==> config.mk <==
export PLATFORM = sky130hd
export DESIGN_NAME = uart_byte_window
export DESIGN_NICKNAME = d
export VERILOG_FILES = /design/src/rtl/uart_win_pkg.sv /design/src/rtl/uart_win_decode.sv /design/src/rtl/uart_rx_queue.sv /design/src/rtl/uart_tx_hold.sv /design/src/rtl/uart_byte_window.sv
export SDC_FILE = /design/constraint.sdc
export NUM_CORES = 1
export LEC_CHECK = 0
export BUFFER_PORTS_ARGS = -buffer_cell sky130_fd_sc_hd__buf_2
export CAP_MARGIN = 20
export CORE_MARGIN = 3
export CORE_UTILIZATION = 32
export DETAILED_ROUTE_END_ITERATION = 7
export HOLD_SLACK_MARGIN = 0.12
export PLACE_DENSITY = 0.46
export SYNTH_ARGS = -nofsm -noshare
export SYNTH_HDL_FRONTEND = slang
export SYNTH_SLANG_ARGS = --single-unit
==> constraint.sdc <==
create_clock -name clk -period 4 [get_ports clk]
set_input_delay 0.2 -clock clk [delete_from_list [all_inputs] [get_ports clk]]
set_output_delay 0.2 -clock clk [all_outputs]
set_load 0.005 [all_outputs]
==> src/rtl/uart_win_pkg.sv <==
package uart_win_pkg;

   typedef enum logic [1:0] {
      ACC_BYTE  = 2'd0,
      ACC_HALF  = 2'd1,
      ACC_WORD  = 2'd2,
      ACC_DWORD = 2'd3
   } acc_size_e;

   localparam int unsigned CHAR_W = 8;

   // status byte bit positions
   localparam int unsigned STAT_TX_BIT = 0;
   localparam int unsigned STAT_RX_BIT = 1;

   typedef struct packed {
      logic data_wr;
      logic data_rd;
      logic stat_rd;
      logic fault;
   } win_dec_t;

endpackage

==> src/rtl/uart_win_decode.sv <==
module uart_win_decode
   import uart_win_pkg::*;
#(
   parameter int unsigned OFS_W = 4
) (
   input  logic             valid,
   input  logic             write,
   input  logic [OFS_W-1:0] offset,
   input  logic [1:0]       size,
   output win_dec_t         dec
);

   logic hi_zero;
   logic is_byte;
   logic ofs_zero;
   logic ofs_one;

   generate
      if (OFS_W == 1) begin : g_narrow
         assign hi_zero = 1'b1;
      end else begin : g_wide
         assign hi_zero = (offset[OFS_W-1:1] == '0);
      end
   endgenerate

   assign is_byte  = (acc_size_e'(size) == ACC_BYTE);
   assign ofs_zero = hi_zero & ~offset[0];
   assign ofs_one  = hi_zero &  offset[0];

   always_comb begin
      dec.data_wr = valid &  write & is_byte & ofs_zero;
      dec.data_rd = valid & ~write & is_byte & ofs_zero;
      dec.stat_rd = valid & ~write & is_byte & ofs_one;
      dec.fault   = valid & ~(dec.data_wr | dec.data_rd | dec.stat_rd);
   end

endmodule

==> src/rtl/uart_rx_queue.sv <==
module uart_rx_queue #(
   parameter int unsigned DEPTH = 16,
   parameter int unsigned W     = 8
) (
   input  logic         clk,
   input  logic         rst_n,
   input  logic         push,
   input  logic [W-1:0] push_data,
   input  logic         pop,
   output logic [W-1:0] head,
   output logic         empty,
   output logic         full
);

   localparam int unsigned AW = $clog2(DEPTH);
   localparam logic [AW:0] FULL_CNT = (AW + 1)'(DEPTH);

   logic [W-1:0]  mem_q [DEPTH];
   logic [AW-1:0] wp_q;
   logic [AW-1:0] rp_q;
   logic [AW:0]   cnt_q;
   logic          push_ok;
   logic          pop_ok;

   assign empty   = (cnt_q == '0);
   assign full    = (cnt_q == FULL_CNT);
   assign push_ok = push & ~full;
   assign pop_ok  = pop & ~empty;
   assign head    = mem_q[rp_q];

   always_ff @(posedge clk) begin
      if (push_ok) begin
         mem_q[wp_q] <= push_data;
      end
   end

   always_ff @(posedge clk) begin
      if (!rst_n) begin
         wp_q  <= '0;
         rp_q  <= '0;
         cnt_q <= '0;
      end else begin
         if (push_ok) wp_q <= wp_q + 1'b1;
         if (pop_ok)  rp_q <= rp_q + 1'b1;
         case ({push_ok, pop_ok})
            2'b10:   cnt_q <= cnt_q + 1'b1;
            2'b01:   cnt_q <= cnt_q - 1'b1;
            default: cnt_q <= cnt_q;
         endcase
      end
   end

endmodule

==> src/rtl/uart_tx_hold.sv <==
module uart_tx_hold #(
   parameter int unsigned W = 8
) (
   input  logic         clk,
   input  logic         rst_n,
   input  logic         wr_en,
   input  logic [W-1:0] wr_data,
   output logic         tx_valid,
   output logic [W-1:0] tx_data,
   input  logic         tx_ready
);

   logic         full_q;
   logic [W-1:0] data_q;
   logic         can_load;

   // a slot is free when empty or when the held byte leaves this cycle
   assign can_load = ~full_q | tx_ready;

   always_ff @(posedge clk) begin
      if (!rst_n) begin
         full_q <= 1'b0;
         data_q <= '0;
      end else if (wr_en && can_load) begin
         full_q <= 1'b1;
         data_q <= wr_data;
      end else if (tx_ready) begin
         full_q <= 1'b0;
      end
   end

   assign tx_valid = full_q;
   assign tx_data  = data_q;

endmodule

==> src/rtl/uart_byte_window.sv <==
module uart_byte_window
   import uart_win_pkg::*;
#(
   parameter int unsigned FIFO_DEPTH = 16,
   parameter int unsigned OFS_W      = 4
) (
   input  logic             clk,
   input  logic             rst_n,
   input  logic             req_valid,
   input  logic             req_write,
   input  logic [OFS_W-1:0] req_offset,
   input  logic [1:0]       req_size,
   input  logic [7:0]       req_wdata,
   output logic             rsp_valid,
   output logic [7:0]       rsp_rdata,
   output logic             rsp_fault,
   input  logic             rx_valid,
   input  logic [7:0]       rx_data,
   output logic             tx_valid,
   output logic [7:0]       tx_data,
   input  logic             tx_ready
);

   generate
      if (FIFO_DEPTH < 2 || (FIFO_DEPTH & (FIFO_DEPTH - 1)) != 0) begin : g_bad_depth
         $error("FIFO_DEPTH must be a power of two of at least 2");
      end
      if (OFS_W < 1) begin : g_bad_ofs
         $error("OFS_W must be at least 1");
      end
   endgenerate

   win_dec_t          dec;
   logic [CHAR_W-1:0] rx_head;
   logic              rx_empty;
   logic              rx_full;
   logic [CHAR_W-1:0] status_byte;
   logic [CHAR_W-1:0] rdata_d;

   uart_win_decode #(.OFS_W(OFS_W)) u_dec (
      .valid  (req_valid),
      .write  (req_write),
      .offset (req_offset),
      .size   (req_size),
      .dec    (dec)
   );

   uart_rx_queue #(.DEPTH(FIFO_DEPTH), .W(CHAR_W)) u_rxq (
      .clk       (clk),
      .rst_n     (rst_n),
      .push      (rx_valid),
      .push_data (rx_data),
      .pop       (dec.data_rd),
      .head      (rx_head),
      .empty     (rx_empty),
      .full      (rx_full)
   );

   uart_tx_hold #(.W(CHAR_W)) u_txh (
      .clk      (clk),
      .rst_n    (rst_n),
      .wr_en    (dec.data_wr),
      .wr_data  (req_wdata),
      .tx_valid (tx_valid),
      .tx_data  (tx_data),
      .tx_ready (tx_ready)
   );

   always_comb begin
      status_byte              = '0;
      status_byte[STAT_TX_BIT] = 1'b1;
      status_byte[STAT_RX_BIT] = ~rx_empty;
   end

   always_comb begin
      rdata_d = '0;
      if (dec.data_rd && !rx_empty) rdata_d = rx_head;
      else if (dec.stat_rd)         rdata_d = status_byte;
   end

   always_ff @(posedge clk) begin
      if (!rst_n) begin
         rsp_valid <= 1'b0;
         rsp_rdata <= '0;
         rsp_fault <= 1'b0;
      end else begin
         rsp_valid <= req_valid;
         rsp_rdata <= rdata_d;
         rsp_fault <= dec.fault;
      end
   end

endmodule

# [Word-level counts from Yosys, hierarchy flattened]
# Memories as Yosys holds them, arrays and structs flattened. A register that Yosys moved wholly into a read port is not among the register bits.
# Cells that the tools add are included.
[classes] n_reduce_logical=8 mux=9 n_eq_ne=3 n_addsub=4 n_bitwise=21
[op_table] cell="bitwise AND 1 bit" n=12
[op_table] cell="one-hot mux 5 bit (2 select lines)" n=1
[op_table] cell="adder 4 x 1 -> 4 bit, second input constant" n=2
[op_table] cell="2-to-1 mux 4 bit" n=2
[op_table] cell="2-to-1 mux 8 bit" n=1
[op_table] cell="inverter 1 bit" n=6
[op_table] cell="adder 5 x 1 -> 5 bit, second input constant" n=1
[op_table] cell="== test 5 bit, second input constant" n=1
[op_table] cell="zero test 5 bit" n=1
[op_table] cell="subtractor 5 x 1 -> 5 bit, second input constant" n=1
[op_table] cell="2-to-1 mux 1 bit" n=4
[op_table] cell="nonzero test 2 bit" n=2
[op_table] cell="zero test 3 bit" n=1
[op_table] cell="bitwise OR 1 bit" n=3
[op_table] cell="== test 2 x 1 -> 1 bit, second input constant" n=1
[op_table] cell="== test 2 bit, second input constant" n=1
[op_table] cell="logical AND 1 bit" n=2
[op_table] cell="zero test 2 bit" n=1
[op_table] cell="2-to-1 mux 2 bit" n=1
[op_table] cell="zero test 1 bit" n=1
[word_totals] output_inout_bits=19 mem_count=1 mem_bits_rw=128 inputBits=28 ff_bits=32 elab_cells=54
[memory_table] name="u_rxq.mem_q" depth=16 width=8 rd=1 rd_ports_with_merged_regs=1 write_ports=1 line="uart_rx_queue.sv:18" rtl="logic [W-1:0] mem_q [DEPTH];"

# [Longest topological paths before layout]
# Gate-level depths: netlist (run 1).
[depth] depth_word=8 ltp_mapped=12 depth_no_buf=10

# [Hierarchy]
# A second synthesis (run 1) with hierarchy kept.
[unflattened] cells_unflattened=398 area_unflattened_um2=6570.1
[by_module_without_submodules] module="uart_rx_queue" cells_each=326 area_per_inst_um2=5823.1 instances=1 seq_area_each_um2=4184.0
[by_module_without_submodules] module="uart_tx_hold" cells_each=39 area_per_inst_um2=376.6 instances=1 seq_area_each_um2=180.2
[by_module_without_submodules] module="uart_byte_window" cells_each=25 area_per_inst_um2=306.5 instances=1 seq_area_each_um2=200.2
[by_module_without_submodules] module="uart_win_decode" cells_each=8 area_per_inst_um2=63.8 instances=1 seq_area_each_um2=0.0

# [Least setup slack after synthesis (run 1)]
# Ideal clock, no wire load.
[synth_timing] path_kind="reg2reg" start="register u_rxq.cnt_q[1]" end="register u_rxq.cnt_q[2]" setup_time_ns=0.076 period_less_slack_ns=2.747 path_slack_ns=1.253 path_buffers=2 arrival_time_ns=2.671 required_ns=3.924 stages_incl_launch_ff=13 cell_sequence="dfxtp_1 -> or4_4 -> o21a_1 -> buf_2 -> inv_1 -> ha_1 -> clkbuf_1 -> xor2_1 -> ha_1 -> a31oi_1 -> xor2_1 -> or3_1 -> a21boi_0"
[synth_between] elab_chain_len=5 elab_cells_between_ends=12 cone_classes="add/sub: 2; eq/ne: 3; mux: 1; bitwise: 4; reduce/logical: 2"
[synth_rtl] element="start, declared" line="uart_rx_queue.sv:21" rtl="logic [AW:0] cnt_q;"
[synth_rtl] element="start signal, assigned" line="uart_rx_queue.sv:46" rtl="2'b10: cnt_q <= cnt_q + 1'b1;"
[synth_rtl] element="start signal, assigned" line="uart_rx_queue.sv:47" rtl="2'b01: cnt_q <= cnt_q - 1'b1;"
[synth_rtl] element="start signal, assigned" line="uart_rx_queue.sv:48" rtl="default: cnt_q <= cnt_q;"
[synth_rtl] element="== test 5 bit / zero test 5 bit (equally long branches)" line="uart_rx_queue.sv:26, uart_rx_queue.sv:25"
[synth_rtl] element="inverter 1 bit, on equally long branches" line="uart_rx_queue.sv:27, uart_rx_queue.sv:28"
[synth_rtl] element="bitwise AND 1 bit, on equally long branches" line="uart_rx_queue.sv:27, uart_rx_queue.sv:28"
[synth_rtl] element="== test 2 x 1 -> 1 bit / == test 2 bit (equally long branches)" line="uart_rx_queue.sv:45" rtl="case ({push_ok, pop_ok})"
[synth_rtl] element="one-hot mux 5 bit (2 select lines) / nonzero test 2 bit (equally long branches)"
# Parallel ways exist; a longest one is shown, timed or not.
# A chain may end at the register's enable or synchronous reset.

# [Final worst setup path (run 1)]
# Same ends and word-level chain as after synthesis.

==> reports/metrics.cfg, run 1 <==
[cells_and_area]
final_nets=484
drive_above_1_share_pct=27.3
register_area_mm2=0.00457
multi_input_area_mm2=0.00185
fillCellCount=1862
final_common_cell=edfxtp_1
layoutNonFillerInstCount=726
final_cell_mix=edfxtp_1 (128), buf_2 (46), dfxtp_1 (34)
area_growth_pct=19.6
insertedDiodeCount=0

[cts]
path_clk_slew_ns=0.07
cts.sinks=164
htreeDepth=4
cts_tree=built
clk_latency_ns=0.42
cts_max_path_buffers=2
cts_resized=0
numCtsBuffers=17
ctsRootBufferMaster=clkbuf_16

[sta]
rsz0062_at_grt=false
fmax_mhz=345
hold_viol=0
drv_slew=0
slew-limit-headroom_pct=28.0
setup-tns-final_ns=0
clock_skew_ns=0.0116
period_minus_slack_ns=2.90
tightest_slew_ns=1.08
finalSetupViolCount=0
fin_crit_sh_pct=72.4

[placed_design]
placedCellCount=679
place_congestion=0.764
post-dp-hpwl_um=8810
portBuffers=46

[critical_path]
r2r-end=u_rxq.cnt_q[2]$_SDFFE_PN0P_
arrival_ns=3.24
r2r-start=u_rxq.cnt_q[1]$_SDFFE_PN0P_
cpPeakStageDelay_ns=0.54
reg2reg_depth=9
cp_cell_sequence=or4_4, o211a_1, ha_1, xor2_1, ha_1, a31oi_1, xor2_1, or3_1, a21boi_0
crit_required_ns=4.34
setup.worst_path.start_class=flop
worstSetupEndpointType=flop
worstPathMaxFanout=11
setup.worst_path.class=reg -> reg
ff2ff_setup_slack_ns=1.10
cp_slowest_cell=or4_4

[grt]
antenna_found_initial=0
grt_max_degree=35
overflow=0
grt_pass1_wl_um=21700
grt_usage_pct=13.5
grt_pass1_vias=3647

[min_path]
worstHoldEndpoint=rsp_rdata[0]$_SDFF_PN0_
holdPathStages=4
hold_path_class=in -> reg
worstHoldStart=req_offset[2]

[synth]
yosysUniqueCellTypes=42
syn_nets=419
synth_seq_cells=164
synth-edff-count=128
ys_seq_area_share_pct=69.9
avgSynthCellArea_um2=17.0
syn_inst=383
synth_warnings=0
synth_area_mm2=0.00653
ys.flop_type=edfxtp_1
async_flop_share_pct=0

[status]
outcome=finished, final reports clean

[die]
initial_utilization_pct=33.0
die_x_um=149
rows=51
die_area_mm2=0.0222
core_mm2=0.0198
fp.dieH_um=149
ios=47

[drt]
drt_pass1_iterations=4
ant_nets=0
drc_errors=0
routedWlPerCell_um=19.4
first_iter_violations=156
wl_um=14100
vias=3460
via_per_inst=4.77

[power]
ir_drop_mv=0.290
powerDensity_mw_per_mm2=467
power_leakage_nw=2.66
power_mw=3.65

[flow_run]
cap_violations=0

==> worst max-delay path by stage <==
stage	start	end	slack, ns
6_report	u_rxq.cnt_q[1]$_SDFFE_PN0P_	u_rxq.cnt_q[2]$_SDFFE_PN0P_	1.10
5_1_grt	u_rxq.cnt_q[1]$_SDFFE_PN0P_	u_rxq.cnt_q[2]$_SDFFE_PN0P_	0.90
4_1_cts	u_rxq.cnt_q[1]$_SDFFE_PN0P_	u_rxq.cnt_q[2]$_SDFFE_PN0P_	1.09
3_5_place_dp	u_rxq.cnt_q[1]$_SDFFE_PN0P_	u_rxq.cnt_q[2]$_SDFFE_PN0P_	1.13
3_3_place_gp	u_rxq.cnt_q[1]$_SDFFE_PN0P_	u_rxq.cnt_q[2]$_SDFFE_PN0P_	1.18
2_1_floorplan	u_rxq.cnt_q[1]$_SDFFE_PN0P_	u_rxq.cnt_q[2]$_SDFFE_PN0P_	1.25
==> metrics by stage <==
stage	hold slack [ns]	area [um2]	setup WS, ns	utilization (%)
floorplan	0.299	6530	1.25	-
global placement	0.439	7030	1.18	35.6
detailed placement	0.451	7050	1.13	35.6
CTS	0.136	7770	1.09	39.3
global route	0.158	7810	0.901	39.5
finish	0.143	7810	1.10	39.5
==> cell families (layout without fill, tap and decap cells) <==
group,Yosys count,after routing,share of synthesized area [%]
xor+xnor,11,11,1.48
buf+inv,26,104,1.82
mux,52,52,14.1
compound gates,34,34,3.60
fa+ha+maj,8,8,1.53
flops,164,164,69.9
simple gates,88,88,7.51
==> critical path, delay by kind of cell (launching register included) <==
kind	cells	cell delay, ns
AOI/OAI and AO/OA	3	0.67
DFF	1	0.37
xor gates and xnor gates	2	0.30
and+or+nand+nor	2	0.85
adders and majority gates	2	0.63
==> state kept, by name, summed over array words and instances, names as in the netlist, named ones only <==
register,cells
rsp_fault,1
rsp_rdata,8
rsp_valid,1
u_rxq.cnt_q,5
u_rxq.mem_q,128
u_rxq.rp_q,4
u_rxq.wp_q,4
u_txh.tx_data,8
u_txh.tx_valid,1
==> metal layers <==
metal	vias up	global-route usage, %	routed length (um)
met2	61	22.6	6990
met3	12	3.43	407
met5	-	0	0
met1	1776	17.5	6590
met4	0	3.84	123
li1	1611	-	-
==> cell type report <==
type                            count  area share [%]
Inverter                            4           0.192
Timing Repair Buffer               68            5.75
Clock buffer                       18            5.50
Sequential cell                   164            58.5
Multi-Input combinational cell    193            23.6
Tap cell                          265            4.25
Clock inverter                     14            2.21
==> synthesized netlist by cell type (6+ instances only) <==
library cell	instances	share of area, %
mux4_2	32	11
nand2_1	11	0.63
mux2i_1	18	2.8
a21oi_1	6	0.46
and2_1	12	1.1
nor2_1	20	1.1
ha_1	8	1.5
edfxtp_1	128	59
xnor2_1	6	0.80
a211oi_1	12	1.4
clkbuf_1	10	0.57
dfxtp_1	36	11
nor2b_1	18	1.7
==> report_power, final <==
group	switching [mW]	total, mW	internal, mW
clock network	0.672	1.66	0.990
logic	0.0674	0.119	0.0513
registers	0.00936	1.87	1.86
==> repair_timing <==
item / CTS / global route
endpoints found under the hold margin: 11 / 0
hold buffers: 12 / 0
setup buffers: 0 / 0
Power figures use the tool's default switching activity.
==> inputs of run 2 (changes only) <==
Settings changed: PLACE_DENSITY 0.46 to 0.47.
Clock period 4 ns to 2.6 ns, I/O delays scaled along.
==> run 2 against run 1 <==
Worst hold slack improved by 0.064 ns. Core utilization rose by 1.1 points. Clock power rose by 56%. Clock-buffer cell count rose by 9. Sequential share of layout area fell by 1.6 points. Clock skew fell by 0.0028 ns. Largest cell class unchanged. Largest power group unchanged.
==> reports/metrics.cfg, run 2 (synthesized netlist as in run 1, its figures left out) <==
[die]
die_x_um=149  ; unchanged
fp.dieH_um=149  ; unchanged
ios=47  ; unchanged
die_area_mm2=0.0222  ; unchanged
core_mm2=0.0198  ; unchanged
initial_utilization_pct=33.0  ; unchanged
rows=51  ; unchanged

[min_path]
worstHoldStart=req_size[1]
hold_path_class=in -> reg

[drt]
top_layer=met4
drt_pass1_iterations=4  ; unchanged
via_per_inst=4.64  ; -2.7%
routedWlPerCell_um=17.5  ; -9.7%
wl_met2_um=6410  ; -8.2%
wl_um=13100  ; -7.2%
ant_nets=0  ; unchanged
first_iter_violations=198  ; +27%
drc_errors=0  ; unchanged
dr_wl_met3_um=411  ; +0.98%
vias=3459  ; -0.029%
wl_met1_um=6040  ; -8.3%

[placed_design]
placedCellCount=690  ; +1.6%
portBuffers=46  ; unchanged
dp_slack_ns=0.137  ; -0.989 ns
place_congestion=0.734  ; -4.0%
post-dp-hpwl_um=8540  ; -3.1%

[grt]
grt_pass1_vias=3599  ; -1.3%
grt_max_degree=34  ; -2.9%
grt_pass1_wl_um=20700  ; -4.6%
overflow=0  ; unchanged
grt_usage_pct=12.5  ; -0.98 points
antenna_found_initial=0  ; unchanged

[cells_and_area]
max_flop_register=u_rxq.mem_q
final_nets=504  ; +4.1%
area_growth_pct=22.9
largest_reg_flops=128  ; unchanged
insertedDiodeCount=0  ; unchanged
final_common_cell=edfxtp_1
layoutNonFillerInstCount=746  ; +2.8%
drive_above_1_share_pct=28.5  ; +1.2 points
final_cell_mix=edfxtp_1 (128), buf_2 (46), dfxtp_1 (34)

[sta]
tightest_slew_ns=0.935  ; -0.142 ns
finalSetupViolCount=0  ; unchanged
fin_crit_sh_pct=94.7  ; +22 points
hold_viol=0  ; unchanged
fmax_mhz=406  ; +18%
slew-limit-headroom_pct=37.4  ; +9.5 points
period_minus_slack_ns=2.46  ; -0.434 ns
setup-tns-final_ns=0  ; unchanged
clock_skew_ns=0.00875  ; -0.00283 ns
drv_slew=0  ; unchanged
layout_setup_ws_ns=0.137  ; -0.966 ns

[power]
powerDensity_mw_per_mm2=706  ; +51%
p_sw_mw=1.08  ; +45%
p_seq_share_pct=50.7  ; -0.5 points
clockPowerShare_pct=45.7  ; about the same
ir_drop_mv=0.471  ; +62%
netSwitchingFraction_pct=19.1  ; -1.4 points
power_mw=5.66  ; +55%
comb_power_share_pct=3.6  ; +0.3 points
power_leakage_nw=2.77  ; +4.2%
intPower_mw=4.58  ; +58%

[critical_path]
cp_cell_sequence=or4_4, o21a_1, inv_1, ha_2, xor2_1, ha_2, a31oi_2, xor2_1, or3_1, a21boi_1
worstPathMaxFanout=7  ; -4
setup.worst_path.class=reg -> reg
cpPeakStageDelay_ns=0.53  ; about the same
cp-startpoint=u_rxq.cnt_q[1]$_SDFFE_PN0P_
crit_required_ns=2.95  ; -1.39 ns
cp_slowest_cell=or4_4
worstSetupEndpointType=flop
cpLargestDelayFamily=simple AND/OR/NAND/NOR gates
ff2ff_setup_slack_ns=0.14  ; -0.97 ns
arrival_ns=2.81  ; -0.43 ns
setup.worst_path.start_class=flop
r2r-start=u_rxq.cnt_q[1]$_SDFFE_PN0P_
path_buf_inv=1  ; +1

[cts]
htreeDepth=4  ; unchanged
clk_latency_ns=0.42  ; about the same
cts.sinks=164  ; unchanged
ctsRootBufferMaster=clkbuf_16
path_clk_slew_ns=0.06  ; about the same
cts_tree=built
numCtsBuffers=17  ; unchanged
cts_max_path_buffers=2  ; unchanged

[status]
outcome=finished, final reports clean

[flow_run]
cap_violations=0  ; unchanged

[run 2: cell types whose count changed in the layout (fill, tap and decap cells not counted), moves of 3 or more]
cell / previous run / this run
dlygate4sd3_1: 12 / 24
buf_4: 6 / 17
clkbuf_16: 17 / 21
inv_6: 4 / 0
buf_6: 3 / 0
clkbuf_8: 0 / 3
[run 2: repair_timing]
action | CTS | global route
setup buffers | 0 | 0
setup endpoints to repair | 0 | 1
hold buffers | 24 | 0
endpoints found under the hold margin | 141 | 0
gates resized for setup | 0 | 1
[run 2: routing by layer]
layer	vias to the layer above	GRT usage [%]
met5	-	0
met4	0	4.94
met3	15	2.77
met2	54	19.8
met1	1745	16.9
li1	1645	-
[run 2: power by group through the flow]
stage	Sequential, mW	Clock (mW)	Combinational [mW]
4_1_cts	2.87	2.66	0.206
6_report	2.87	2.59	0.203
3_3_place_gp	2.93	0	0.174
5_1_grt	2.87	2.78	0.226
3_5_place_dp	2.93	0	0.178
2_1_floorplan	2.92	0	0.0862
[run 2: metrics by stage]
step	hold WS (ns)	area (um2)	utilization [%]
after floorplan	0.229	6550	-
after global placement	0.367	7140	36.1
after detailed placement	0.372	7140	36.1
after CTS	0.159	8020	40.5
after global routing	0.216	8020	40.6
final	0.207	8020	40.6
[run 2: final cells by class]
class	instances	area (um2)
clock buffer	27	578
clock inverter	5	57.6
fill	1855	11800
inverter	4	15.0
multi-input combinational	193	1860
sequential	164	4570
tap	265	332
timing repair buffer	88	618
[run 2: final timing paths]
| check | to | cells after the start |
|---|---|---|
| hold / removal | rsp_rdata[0]$_SDFF_PN0_ | 5 |
| hold reg to reg | u_txh.tx_data[2]$_SDFFE_PN0P_ | 2 |
| setup / recovery | u_rxq.cnt_q[2]$_SDFFE_PN0P_ | 10 |
| setup reg to reg | u_rxq.cnt_q[2]$_SDFFE_PN0P_ | 10 |
[run 2: tightest hold or removal path, stage by stage]
cell and delay [ns]:
buf_2 0.08, nor4b_2 0.04, buf_4 0.14, nand2_1 0.10
o22ai_1 0.07
==> inputs of run 3 (changes only) <==
Settings changed: ABC_AREA from default to 1.
==> run 3 against run 2 <==
Die area is 0.61% higher. Fmax is 11% higher. Non-clock buffer count is 6 higher. Critical endpoint is now u_rxq.cnt_q[4]$_SDFFE_PN0P_.
==> reports/metrics.cfg, run 3 <==
[status]
outcome=finished, final reports clean

[cells_and_area]
final_cell_mix=edfxtp_1 (128), nor2_1 (113), o21ai_0 (82)
final_nets=692  ; +37%
max_flop_register=u_rxq.mem_q
layoutNonFillerInstCount=933  ; +25%
fillCellCount=1928  ; +3.9%
drive_above_1_share_pct=17.5  ; -11 points
final_common_cell=edfxtp_1
insertedDiodeCount=0  ; unchanged
area_growth_pct=20.7
largest_reg_flops=128  ; unchanged

[drt]
drt_pass1_iterations=5  ; +1
routedWlPerCell_um=17.2  ; -2.0%
drc_errors=0  ; unchanged
vias=4511  ; +30%
first_iter_violations=231  ; +17%
wl_um=16000  ; +23%
via_per_inst=4.83  ; +4.3%
ant_nets=0  ; unchanged

[die]
ios=47  ; unchanged
fp.dieH_um=149  ; +0.30%
core_mm2=0.0198  ; +0.32%
die_area_mm2=0.0223  ; +0.61%
rows=51  ; unchanged
die_x_um=149  ; +0.30%
initial_utilization_pct=33.1  ; +0.10 points

[synth]
synth-edff-count=128  ; unchanged
syn_inst=568  ; +48%
ys_seq_area_share_pct=69.5  ; -0.44 points
avgSynthCellArea_um2=11.6  ; -32%
ys.flop_type=edfxtp_1
synth_seq_cells=164  ; unchanged
yosys.area.top_type=edfxtp_1
yosys-top-cells-area=edfxtp_1 (59%), dfxtp_1 (11%), nor2_1 (6.5%)
yosys-top-cells-count=edfxtp_1 (128), nor2_1 (113), o21ai_0 (82), nand2_1 (53), dfxtp_1 (36)
synth_area_mm2=0.00657  ; +0.63%
synth_warnings=0  ; unchanged
yosysTopAreaCellShare_pct=58.5  ; -0.37 points
yosysUniqueCellTypes=30  ; -29%
syn_nets=604  ; +44%
async_flop_share_pct=0  ; unchanged
synth_most_common_cell=edfxtp_1

[placed_design]
post-dp-hpwl_um=9870  ; +16%
portBuffers=46  ; unchanged
placedCellCount=879  ; +27%
place_congestion=0.739  ; +0.71%

[critical_path]
worstPathMaxFanout=5  ; -2
cpLargestDelayFamily=simple AND/OR/NAND/NOR gates
r2r-end=u_rxq.cnt_q[4]$_SDFFE_PN0P_
worstSetupEndpointType=flop
cpPeakStageDelay_ns=0.53  ; about the same
reg2reg_depth=15  ; +5
setup.worst_path.start_class=input port
arrival_ns=2.55  ; -0.26 ns
crit_top_cell=nand3_1
r2r-start=u_rxq.cnt_q[0]$_SDFFE_PN0P_
cp_slowest_cell=dlygate4sd3_1
crit_required_ns=2.92  ; -0.03 ns
path_buf_inv=5  ; +4
cp_cell_sequence=dlygate4sd3_1, buf_2, nor2_2, nand3_1, nor2_4, nand2_4, inv_4, ha_1, xor2_1, ha_1, inv_1, nand2_1, nand2_2, nand3_1, nand3_1, nand2_1, inv_1
setup.worst_path.class=in -> reg
ff2ff_setup_slack_ns=0.43  ; +0.29 ns
cp_num_cells=17  ; +7

[grt]
antenna_found_initial=0  ; unchanged
grt_max_degree=65  ; +91%
grt_pass1_wl_um=25200  ; +22%
grt_pass1_vias=4486  ; +25%
overflow=0  ; unchanged
grt_usage_pct=15.0  ; +2.5 points

[min_path]
hold_path_class=in -> reg
holdPathStages=1  ; -4
worstHoldEndpoint=u_rxq.mem_q[11][1]$_DFFE_PP_
worstHoldStart=rx_data[1]

[sta]
tightest_slew_ns=0.667  ; -0.268 ns
clock_skew_ns=0.00672  ; -0.00203 ns
fmax_mhz=449  ; +11%
slew-limit-headroom_pct=55.5  ; +18 points
hold_viol=0  ; unchanged
setup-tns-final_ns=0  ; unchanged
finalSetupViolCount=0  ; unchanged
fin_crit_sh_pct=85.7  ; -9.0 points
period_minus_slack_ns=2.23  ; -0.235 ns
drv_slew=0  ; unchanged
rsz0062_at_grt=false

[flow_run]
cap_violations=0  ; unchanged

[cts]
clk_latency_ns=0.42  ; about the same
numCtsBuffers=17  ; unchanged
cts_tree=built
cts.sinks=164  ; unchanged
htreeDepth=4  ; unchanged
cts_max_path_buffers=2  ; unchanged
path_clk_slew_ns=0.06  ; about the same
ctsRootBufferMaster=clkbuf_16

[power]
powerDensity_mw_per_mm2=668  ; -5.3%
ir_drop_mv=0.388  ; -18%
power_leakage_nw=2.89  ; +4.4%

-- run 3: cell count changes in the layout (fill, tap and decap cells not counted), sizes merged, moves of 7 or more --
cell / delta
nor2: +101
o21ai: +82
nand2: +45
mux4: -32
inv: +25
o22ai: +24
mux2i: -18
nor2b: -18
nand3: +15
a211oi: -12
and2: -12
buf: +7
-- run 3: worst max-delay path by stage --
stage                                     start                           to
finish                            req_offset[3]  u_rxq.cnt_q[4]$_SDFFE_PN0P_
CTS                               req_offset[3]  u_rxq.cnt_q[4]$_SDFFE_PN0P_
detailed placement  u_rxq.cnt_q[1]$_SDFFE_PN0P_  u_rxq.cnt_q[4]$_SDFFE_PN0P_
global route                      req_offset[3]  u_rxq.cnt_q[4]$_SDFFE_PN0P_
floorplan           u_rxq.cnt_q[0]$_SDFFE_PN0P_  u_rxq.cnt_q[4]$_SDFFE_PN0P_
global placement    u_rxq.cnt_q[0]$_SDFFE_PN0P_  u_rxq.cnt_q[4]$_SDFFE_PN0P_
-- run 3: area by class of cell --
cell class              count  area, um2  area share [%]
clock inverters            10       60.1           0.757
multi-input cells         351       1780            22.4
repair buffers             94        648            8.17
inverters                  28        108            1.36
flip-flops and latches    164       4570            57.6
well taps                 265        332            4.18
clock buffers              21        440            5.55
-- run 3: cells by family after synthesis --
logic type,share of synthesized area (%)
buffers and inverters,3.49
adders and majority gates,1.52
AOI/OAI and AO/OA,11.3
xor gates and xnor gates,0.667
and+or+nand+nor,13.6
DFF,69.5
-- run 3: repair_timing --
item,in CTS,in global routing
setup buffers,0,0
hold endpoints to repair,123,0
hold buffers,23,0
resized for setup,0,0
-- run 3: layer usage --
layer  part of all wire (%)  wire, um  track usage (%)  vias up
met5                      0         0                0        -
met4                    1.3       204             4.67        0
met3                    4.4       703             3.49       15
met2                     49      7850             24.7      105
met1                     45      7290             19.8     2200
li1                       -         -                -     2191
-- run 3: per-stage QoR --
| stage | util (%) | total power [mW] | cell area (um2) | worst slack (ns) | hold slack [ns] |
|---|---|---|---|---|---|
| final | 40.0 | 5.30 | 7930 | 0.372 | 0.141 |
| after global routing | 40.0 | 5.51 | 7930 | 0.211 | 0.150 |
| after CTS | 40.0 | 5.35 | 7930 | 0.396 | 0.121 |
| after detailed placement | 36.3 | 3.16 | 7200 | 0.455 | 0.395 |
| after global placement | 36.3 | 3.15 | 7200 | 0.506 | 0.390 |
| after floorplan | - | 3.06 | 6570 | 0.641 | 0.229 |
-- run 3: where the power goes --
| group | switching [mW] | leakage [nW] | total (mW) | internal (mW) |
|---|---|---|---|---|
| Sequential | 0.0231 | 1.45 | 2.89 | 2.87 |
| Combinational | 0.146 | 1.20 | 0.234 | 0.0883 |
| Clock | 0.973 | 0.242 | 2.18 | 1.20 |
| Total | 1.14 | 2.89 | 5.30 | 4.16 |
